<file path="config.mk">
export PLATFORM = sky130hd
export DESIGN_NAME = sv32_perm_guard
export DESIGN_NICKNAME = d
export VERILOG_FILES = /design/src/rtl/sv32_perm_pkg.sv /design/src/rtl/status_sum_reg.sv /design/src/rtl/xlate_gate.sv /design/src/rtl/pte_perm_check.sv /design/src/rtl/sv32_perm_guard.sv
export SDC_FILE = /design/constraint.sdc
export NUM_CORES = 1
export LEC_CHECK = 0
export CORE_MARGIN = 2
export CORE_UTILIZATION = 45
export CTS_CLUSTER_DIAMETER = 30
export DETAILED_ROUTE_END_ITERATION = 10
export DONT_BUFFER_PORTS = 1
export GPL_TIMING_DRIVEN = 0
export PLACE_DENSITY = 0.6
export SYNTH_ARGS = -nofsm -noshare
export SYNTH_HDL_FRONTEND = slang
export SYNTH_SLANG_ARGS = --single-unit
</file>
<file path="constraint.sdc">
create_clock -name clk -period 1.45 [get_ports clk]
set_input_delay 0.29 -clock clk [delete_from_list [all_inputs] [get_ports clk]]
set_output_delay 0.29 -clock clk [all_outputs]
set_load 0.1 [all_outputs]
</file>
<file path="src/rtl/sv32_perm_pkg.sv">
// Package: shared encodings for the Sv32 permission guard.
// Assumes the standard two-bit privilege encoding and leaf-entry flag layout
// used by the page-table walker that feeds this block.
package sv32_perm_pkg;
    typedef enum logic [1:0] {
        PRIV_U = 2'b00,
        PRIV_S = 2'b01,
        PRIV_H = 2'b10,
        PRIV_M = 2'b11
    } priv_e;

    typedef enum logic [1:0] {
        ACC_FETCH = 2'd0,
        ACC_LOAD  = 2'd1,
        ACC_STORE = 2'd2,
        ACC_NONE  = 2'd3
    } acc_e;

    // Leaf entry flag positions (decoded by the walker, so fixed)
    localparam int PTE_V = 0;
    localparam int PTE_R = 1;
    localparam int PTE_W = 2;
    localparam int PTE_X = 3;
    localparam int PTE_U = 4;
    localparam int PTE_G = 5;
    localparam int PTE_A = 6;
    localparam int PTE_D = 7;
    localparam int PTE_FLAGS = 8;

    localparam int N_CLASS = 3;
    localparam int CAUSE_W = 4;
    localparam logic [CAUSE_W-1:0] CAUSE_IPF = 4'd12;
    localparam logic [CAUSE_W-1:0] CAUSE_LPF = 4'd13;
    localparam logic [CAUSE_W-1:0] CAUSE_SPF = 4'd15;

    localparam int SUM_BIT = 18;
endpackage

</file>
<file path="src/rtl/status_sum_reg.sv">
// Module: status_sum_reg
// Holds the machine status word. Writes come through the full machine view
// or the masked supervisor view; the supervisor view only touches bits in
// SMASK. Exposes the SUM bit to the permission logic.
// Assumes one write per cycle and a synchronous active-low reset to zero.
module status_sum_reg #(
    parameter int               XLEN  = 32,
    parameter logic [XLEN-1:0]  WMASK = '1,
    parameter logic [XLEN-1:0]  SMASK = 32'h000C_0122,
    parameter int               SUMB  = 18
) (
    input  logic            clk,
    input  logic            rst_n,
    input  logic            we,
    input  logic            via_sview,
    input  logic [XLEN-1:0] wdata,
    output logic [XLEN-1:0] m_view,
    output logic [XLEN-1:0] s_view,
    output logic            sum
);
    localparam logic [XLEN-1:0] S_WMASK = SMASK & WMASK;

    logic [XLEN-1:0] word_q;
    logic [XLEN-1:0] sel_mask;

    // Pick which bits this write may change
    always_comb sel_mask = via_sview ? S_WMASK : WMASK;

    // Store the status word with masked merge
    always_ff @(posedge clk) begin
        if (!rst_n)
            word_q <= '0;
        else if (we)
            word_q <= (word_q & ~sel_mask) | (wdata & sel_mask);
    end

    // Drive both views and the SUM tap
    always_comb begin
        m_view = word_q;
        s_view = word_q & SMASK;
        sum    = word_q[SUMB];
    end
endmodule

</file>
<file path="src/rtl/xlate_gate.sv">
// Module: xlate_gate
// Decides whether address translation is active: paging enabled and the
// hart is below machine mode (so supervisor and user both translate).
// Assumes the privilege input uses the package encoding.
module xlate_gate
    import sv32_perm_pkg::*;
(
    input  priv_e priv,
    input  logic  paging_en,
    output logic  active
);
    // Translation applies to every mode except machine
    always_comb active = paging_en && (priv != PRIV_M);
endmodule

</file>
<file path="src/rtl/pte_perm_check.sv">
// Module: pte_perm_check
// Combinational fault decision for one translated access. Each access class
// has its own lane (generated); a lane raises its fault only when the access
// is of that class. Checks validity, the R/W/X need, A/D state and the
// U-bit rule, where fetch ignores SUM and load/store honour it.
// Assumes the walker has already found a leaf entry; A/D are never set here.
module pte_perm_check
    import sv32_perm_pkg::*;
(
    input  logic                 active,
    input  logic                 valid,
    input  priv_e                priv,
    input  logic                 sum,
    input  acc_e                 kind,
    input  logic [PTE_FLAGS-1:0] pte,
    output logic [N_CLASS-1:0]   fault,
    output logic [CAUSE_W-1:0]   cause
);
    logic malformed;
    logic user_pg;

    // Entry-level checks shared by every class
    always_comb begin
        malformed = !pte[PTE_V] || (pte[PTE_W] && !pte[PTE_R]) || !pte[PTE_A];
        user_pg   = pte[PTE_U];
    end

    for (genvar c = 0; c < N_CLASS; c++) begin : g_lane
        logic need_bit;
        logic dirty_bad;
        logic priv_bad;
        logic is_mine;

        // Per-class permission, dirty and privilege rules
        always_comb begin
            is_mine   = (kind == acc_e'(c));
            need_bit  = (c == int'(ACC_FETCH)) ? pte[PTE_X] :
                        (c == int'(ACC_LOAD))  ? pte[PTE_R] : pte[PTE_W];
            dirty_bad = (c == int'(ACC_STORE)) && !pte[PTE_D];
            if (priv == PRIV_U)
                priv_bad = !user_pg;
            else if (c == int'(ACC_FETCH))
                priv_bad = user_pg;
            else
                priv_bad = user_pg && !sum;
            fault[c] = active && valid && is_mine &&
                       (malformed || !need_bit || dirty_bad || priv_bad);
        end
    end

    // Encode the cause code of the faulting class
    always_comb begin
        if (fault[ACC_FETCH])      cause = CAUSE_IPF;
        else if (fault[ACC_LOAD])  cause = CAUSE_LPF;
        else if (fault[ACC_STORE]) cause = CAUSE_SPF;
        else                       cause = '0;
    end
endmodule

</file>
<file path="src/rtl/sv32_perm_guard.sv">
// Module: sv32_perm_guard (top)
// Ties together the status word (with SUM), the translation gate and the
// per-access permission checker. Fault outputs are combinational on the
// access inputs; only the status word is registered.
// Assumes the caller presents one access per cycle with its leaf flags.
module sv32_perm_guard
    import sv32_perm_pkg::*;
#(
    parameter int              XLEN          = 32,
    parameter logic [XLEN-1:0] MSTATUS_WMASK = '1,
    parameter logic [XLEN-1:0] SSTATUS_MASK  = 32'h000C_0122
) (
    input  logic            clk,
    input  logic            rst_n,
    input  logic            csr_we,
    input  logic            csr_is_sstatus,
    input  logic [XLEN-1:0] csr_wdata,
    output logic [XLEN-1:0] mstatus_rdata,
    output logic [XLEN-1:0] sstatus_rdata,
    input  logic [1:0]      cur_priv,
    input  logic            satp_mode,
    input  logic            acc_valid,
    input  logic [1:0]      acc_kind,
    input  logic [7:0]      pte_bits,
    output logic            xlate_on,
    output logic            flt_fetch,
    output logic            flt_load,
    output logic            flt_store,
    output logic [3:0]      flt_cause
);
    logic               sum_bit;
    logic [N_CLASS-1:0] flt_vec;
    priv_e              priv_t;
    acc_e               kind_t;

    // Cast raw port values to package types
    always_comb begin
        priv_t = priv_e'(cur_priv);
        kind_t = acc_e'(acc_kind);
    end

    status_sum_reg #(
        .XLEN (XLEN),
        .WMASK(MSTATUS_WMASK),
        .SMASK(SSTATUS_MASK),
        .SUMB (SUM_BIT)
    ) u_stat (
        .clk      (clk),
        .rst_n    (rst_n),
        .we       (csr_we),
        .via_sview(csr_is_sstatus),
        .wdata    (csr_wdata),
        .m_view   (mstatus_rdata),
        .s_view   (sstatus_rdata),
        .sum      (sum_bit)
    );

    xlate_gate u_gate (
        .priv     (priv_t),
        .paging_en(satp_mode),
        .active   (xlate_on)
    );

    pte_perm_check u_chk (
        .active(xlate_on),
        .valid (acc_valid),
        .priv  (priv_t),
        .sum   (sum_bit),
        .kind  (kind_t),
        .pte   (pte_bits),
        .fault (flt_vec),
        .cause (flt_cause)
    );

    // Break the fault vector out per class
    always_comb begin
        flt_fetch = flt_vec[ACC_FETCH];
        flt_load  = flt_vec[ACC_LOAD];
        flt_store = flt_vec[ACC_STORE];
    end
endmodule

</file>
Word-level counts from Yosys, hierarchy flattened
Index checks and enable logic that the tools add are counted.
- word-level logic and storage cells: 43
- register bits: 32
- output and inout bits: 72
- equality and inequality tests: 3
- bitwise gates (word level): 4
- reduce and logical (&&, ||, !) cells: 29
- mux-type cells: 6
- operators with widths (operator ; count):
    $and A32 B32 Y32 ; 2
    $mux W32 ; 1
    $not A32 Y32 ; 1
    $or A32 B32 Y32 ; 1
    $mux W4 ; 3
    $logic_and A1 B1 Y1 ; 10
    $logic_or A1 B1 Y1 ; 9
    $logic_not A1 Y1 ; 8
    $logic_not A2 Y1 ; 2
    $eq A2 B1 Y1 const B ; 1
    $eq A2 B2 Y1 const B ; 1
    $mux W1 ; 2
    $ne A2 B2 Y1 const B ; 1

Longest topological paths before layout
- word-level depth: 11
- gate-level depth with buffers: 6
- depth with buffers taken out: 4

Hierarchy
From an unflattened synthesis, not the netlist that was laid out.
- cell total of the unflattened synthesis: 191
- area total of the unflattened synthesis: 1756.7 um2
- modules (own cells, without submodules) (module ; cells each ; sequential area each (um2) ; instances ; area each (um2)):
    status_sum_reg ; 169 ; 640.6 ; 1 ; 1561.5
    pte_perm_check ; 21 ; 0.0 ; 1 ; 183.9
    xlate_gate ; 1 ; 0.0 ; 1 ; 11.3

Worst setup path after synthesis
OpenSTA, ideal clock, no wires.
- path kind: input port to output port
- start: in satp_mode
- end: out flt_fetch
- path slack: -4793 ps
- data arrival time: 5953 ps
- stages: 3
- buffers on the path: 0
- data required time: 1160 ps
- path through: a21boi_0 > nand2_1 > nor4_1
- word-level cells in the longest chain between the ends: 4
- ends and longest elaborated chain (item ; RTL line ; source):
    start: declaration ; sv32_perm_guard.sv:21 ; input logic satp_mode,
    $logic_and A1 B1 Y1 ; xlate_gate.sv:13 ; always_comb active = paging_en && (priv != PRIV_M);
    $logic_and A1 B1 Y1 (3 in a row) ; pte_perm_check.sv:46 ; fault[c] = active && valid && is_mine &&
    end: declaration ; sv32_perm_guard.sv:26 ; output logic flt_fetch,
No other way between the ends.

Final worst setup path
- start: in satp_mode
- end: out flt_cause[3]
- word-level cells in the longest chain between the ends: 7
- elaborated cells between the ends (all ways): 11
- ends and longest elaborated chain (item ; RTL line ; source):
    $logic_and A1 B1 Y1 * ; xlate_gate.sv:13 ;
    $logic_and A1 B1 Y1 * ; pte_perm_check.sv:46 ;
    $logic_and A1 B1 Y1 (2 in a row) ; pte_perm_check.sv:46 ;
    $mux W4 ; pte_perm_check.sv:55 ; else if (fault[ACC_STORE]) cause = CAUSE_SPF;
    $mux W4 ; pte_perm_check.sv:54 ; else if (fault[ACC_LOAD]) cause = CAUSE_LPF;
    $mux W4 * ; pte_perm_check.sv:53 ; if (fault[ACC_FETCH]) cause = CAUSE_IPF;
    end: declaration ; sv32_perm_guard.sv:29 ; output logic [3:0] flt_cause
Mark *: on every way between the ends. The rest lies on a longest branch, timed or not.

==> results.md <==
* H-tree levels at 2
* Chip width at 64.3 um
* Met3 usage at 9.15%
* Worst-Margin Slew at 1440 ps
* P_int at 1.33 mW
* WL per Instance at 13.5 um
* First-pass GRT wire length at 5.84 mm
* PortBufs at 0
* Buf/Inv on CP at 1
* Mapped Cells at 195
* Critical path cell sequence: a21boi_4, nand2_4, o41ai_4, buf_6
* Failing checks: setup timing
* Worst setup EP type: output pin
* Die ar. at 0.00414 mm2
* Vias post-DR at 1313
* Max_slew headroom at 3.56%
* Total CTS buffers at 5
* Avg Inst Size Synth at 8.40 um2
* Max cap viols at 0
* Fin cells at 278
* Final hold viol count at 0
* Psw at 1.17 mW
* Crit Path Category: input pin to output pin
* FF+latch count, synth at 32
* Iteration-0 DRC Markers at 18
* IO Count at 122
* CP peak stage delay at 1150 ps
* Worst Hold Class: input pin to flop
* Peak VDD IR at 0.000572 V
* Final HPWL DP at 2.90 mm
* Commonest non-fill, non-tap cells in the layout: 54 x nand2_1, 36 x buf_4, 28 x dfxtp_2
* Power density over the cells at 1200 mW/mm2
* Max Freq at 355 MHz
* Core Region at 0.00342 mm2
* Share of layout cells above drive strength 1 at 41.8%
* Largest delay contributor family on the critical path: compound AO/OA/AOI/OAI gates
* Count of different cell masters after synthesis at 30
* Worst-case clock buffer depth at 2
* Placed cell count at 267
* Switching part of the total at 46.8%
* Startpoint Class: input pin
* DRT Pass-1 Iters at 4
* CTS tree: yes
* FILL cells at 321
* Unrepaired setup endpoints after global routing: true
* GPL Wtd Cong at 0.696
* Min Clock Period, post-route at 2820 ps
* Clock share of power at 21.0%
* Sink Count at 32
* Clock root buffer: clkbuf_4
* Clk slew on worst S/H paths at 100 ps
* WL final at 3.74 mm
* Pre-CTS setup slack at -1590 ps
* Antenna cells at 0
* Fin crit share at 194%
* Die height at 64.3 um
* Post-route setup TNS at -7100 ps
* Fin nets at 281
* Total global-route track usage at 18.3%
* Worst-Skew Late Latency at 320 ps
* Crit path max-delay cell type: o41ai_4
* Final instance area at 0.00209 mm2
* Placed cell area at 0.00188 mm2
* Remaining DRCs at 0
* Post-route ant nets at 0
* Antenna violations before repair at 0
* Pin count of the biggest net entering global routing at 11
* Vias/cell at 4.72
* Routing usage on met2 at 35.4%
* Critical Path RT at 1160 ps
* # setup viols final at 7
* Worst hold slack at 80.4 ps
* Final Skew at 0 ps
* Number of global-route vias before repair at 1343
* Initial Util at 47.9%
* Synth warnings at 0
* Post-synthesis sequential area ratio at 39.1%
* CTS Hold Buffers Added at 0
* Grt met1 use at 17.0%
* Sequential share of power at 50.1%
* Most common cell after layout, fill and taps aside: nand2_1
* Final worst slack at -1370 ps
* Status: finished, violations left
* Synth Cell Area at 0.00164 mm2
* Layout area overhead at 27.6%
* GRT Residual Overflow at 0
* Core Rows at 21
* Crit path max fanout at 2
* Leakage at 0.902 nW
* Combinational power share at 29.0%
* Crit path DAT at 2530 ps
* Max Slew Vio Count at 0
* Top Usage Layer GRT: met2
## Yosys cell counts
cell | n | area [um2]
nand2_1 | 56 | 210
buf_4 | 39 | 293
dfxtp_1 | 32 | 641
a21boi_0 | 24 | 180
mux2i_1 | 5 | 50.1
nor2b_1 | 5 | 31.3
a21boi_1 | 4 | 30.0
clkbuf_1 | 3 | 11.3
and2b_1 | 2 | 15.0
buf_2 | 2 | 10.0
nand2b_1 | 2 | 12.5
nor3_1 | 2 | 10.0
o2111ai_1 | 2 | 17.5
and2_1 | 1 | 6.26
and3_1 | 1 | 6.26
and4bb_2 | 1 | 12.5
clkbuf_2 | 1 | 5.00
conb_1 | 1 | 3.75
inv_1 | 1 | 3.75
nand2_2 | 1 | 6.26
nand3_1 | 1 | 5.00
nand4b_1 | 1 | 8.76
nor2_1 | 1 | 3.75
nor3_2 | 1 | 10.0
nor4_1 | 1 | 6.26
o211ai_1 | 1 | 7.51
o21ai_0 | 1 | 5.00
o41ai_2 | 1 | 16.3
or3_4 | 1 | 11.3
xor2_1 | 1 | 8.76
## routing by layer
layer / up-vias / part of all wire [%]
li1: 647 / -
met2: 62 / 53
met1: 600 / 35
met3: 4 / 11
met5: - / 0
met4: 0 / 0.85
## through the flow
stage,util (%),power [mW]
2_1_floorplan,-,1.91
3_3_place_gp,54.6,1.94
3_5_place_dp,54.9,1.96
4_1_cts,60.3,2.51
5_1_grt,61.2,2.61
6_report,61.2,2.50
## final timing paths
kind | startpoint | endpoint | slack (ps) | cells after the start
max reg2reg | flop | flop | 380 | 2
max | satp_mode | flt_cause[3] | -1370 | 4
min | csr_wdata[2] | flop | 80 | 2
min reg2reg | u_stat.m_view[18]$_SDFFE_PN0P_ | u_stat.m_view[18]$_SDFFE_PN0P_ | 670 | 3
## power groups by stage
stage	combinational [mW]	sequential, mW	clock (mW)
finish	0.725	1.25	0.525
global route	0.759	1.26	0.591
CTS	0.710	1.25	0.543
detailed placement	0.689	1.27	0
global placement	0.676	1.27	0
floorplan	0.657	1.26	0
## final cells by class
class | instances | area [um2] | area share [%]
multi-input combinational | 143 | 876 | 41.9
sequential | 32 | 691 | 33.1
buffer | 45 | 373 | 17.8
clock buffer | 8 | 58.8 | 2.81
tap | 46 | 57.6 | 2.75
timing repair buffer | 3 | 26.3 | 1.26
inverter | 1 | 7.51 | 0.359
## repair_timing
item | in CTS | in global routing
resized for setup | 45 | 5
buffers inserted | 2 | 1
pin swaps | 6 | 1
setup endpoints to repair | 38 | 11
## logic make-up (layout without fill, tap and decap cells)
kind of cell | count (synthesis) | count (layout) | synth area share [%]
simple gates | 77 | 77 | 21.7
buf+inv | 46 | 57 | 19.7
compound gates | 33 | 33 | 15.7
flops | 32 | 32 | 39.1
mux | 5 | 5 | 3.06
other cells | 1 | 27 | 0.229
xor+xnor | 1 | 1 | 0.535
Note: power is estimated with default switching activity, not from simulation.
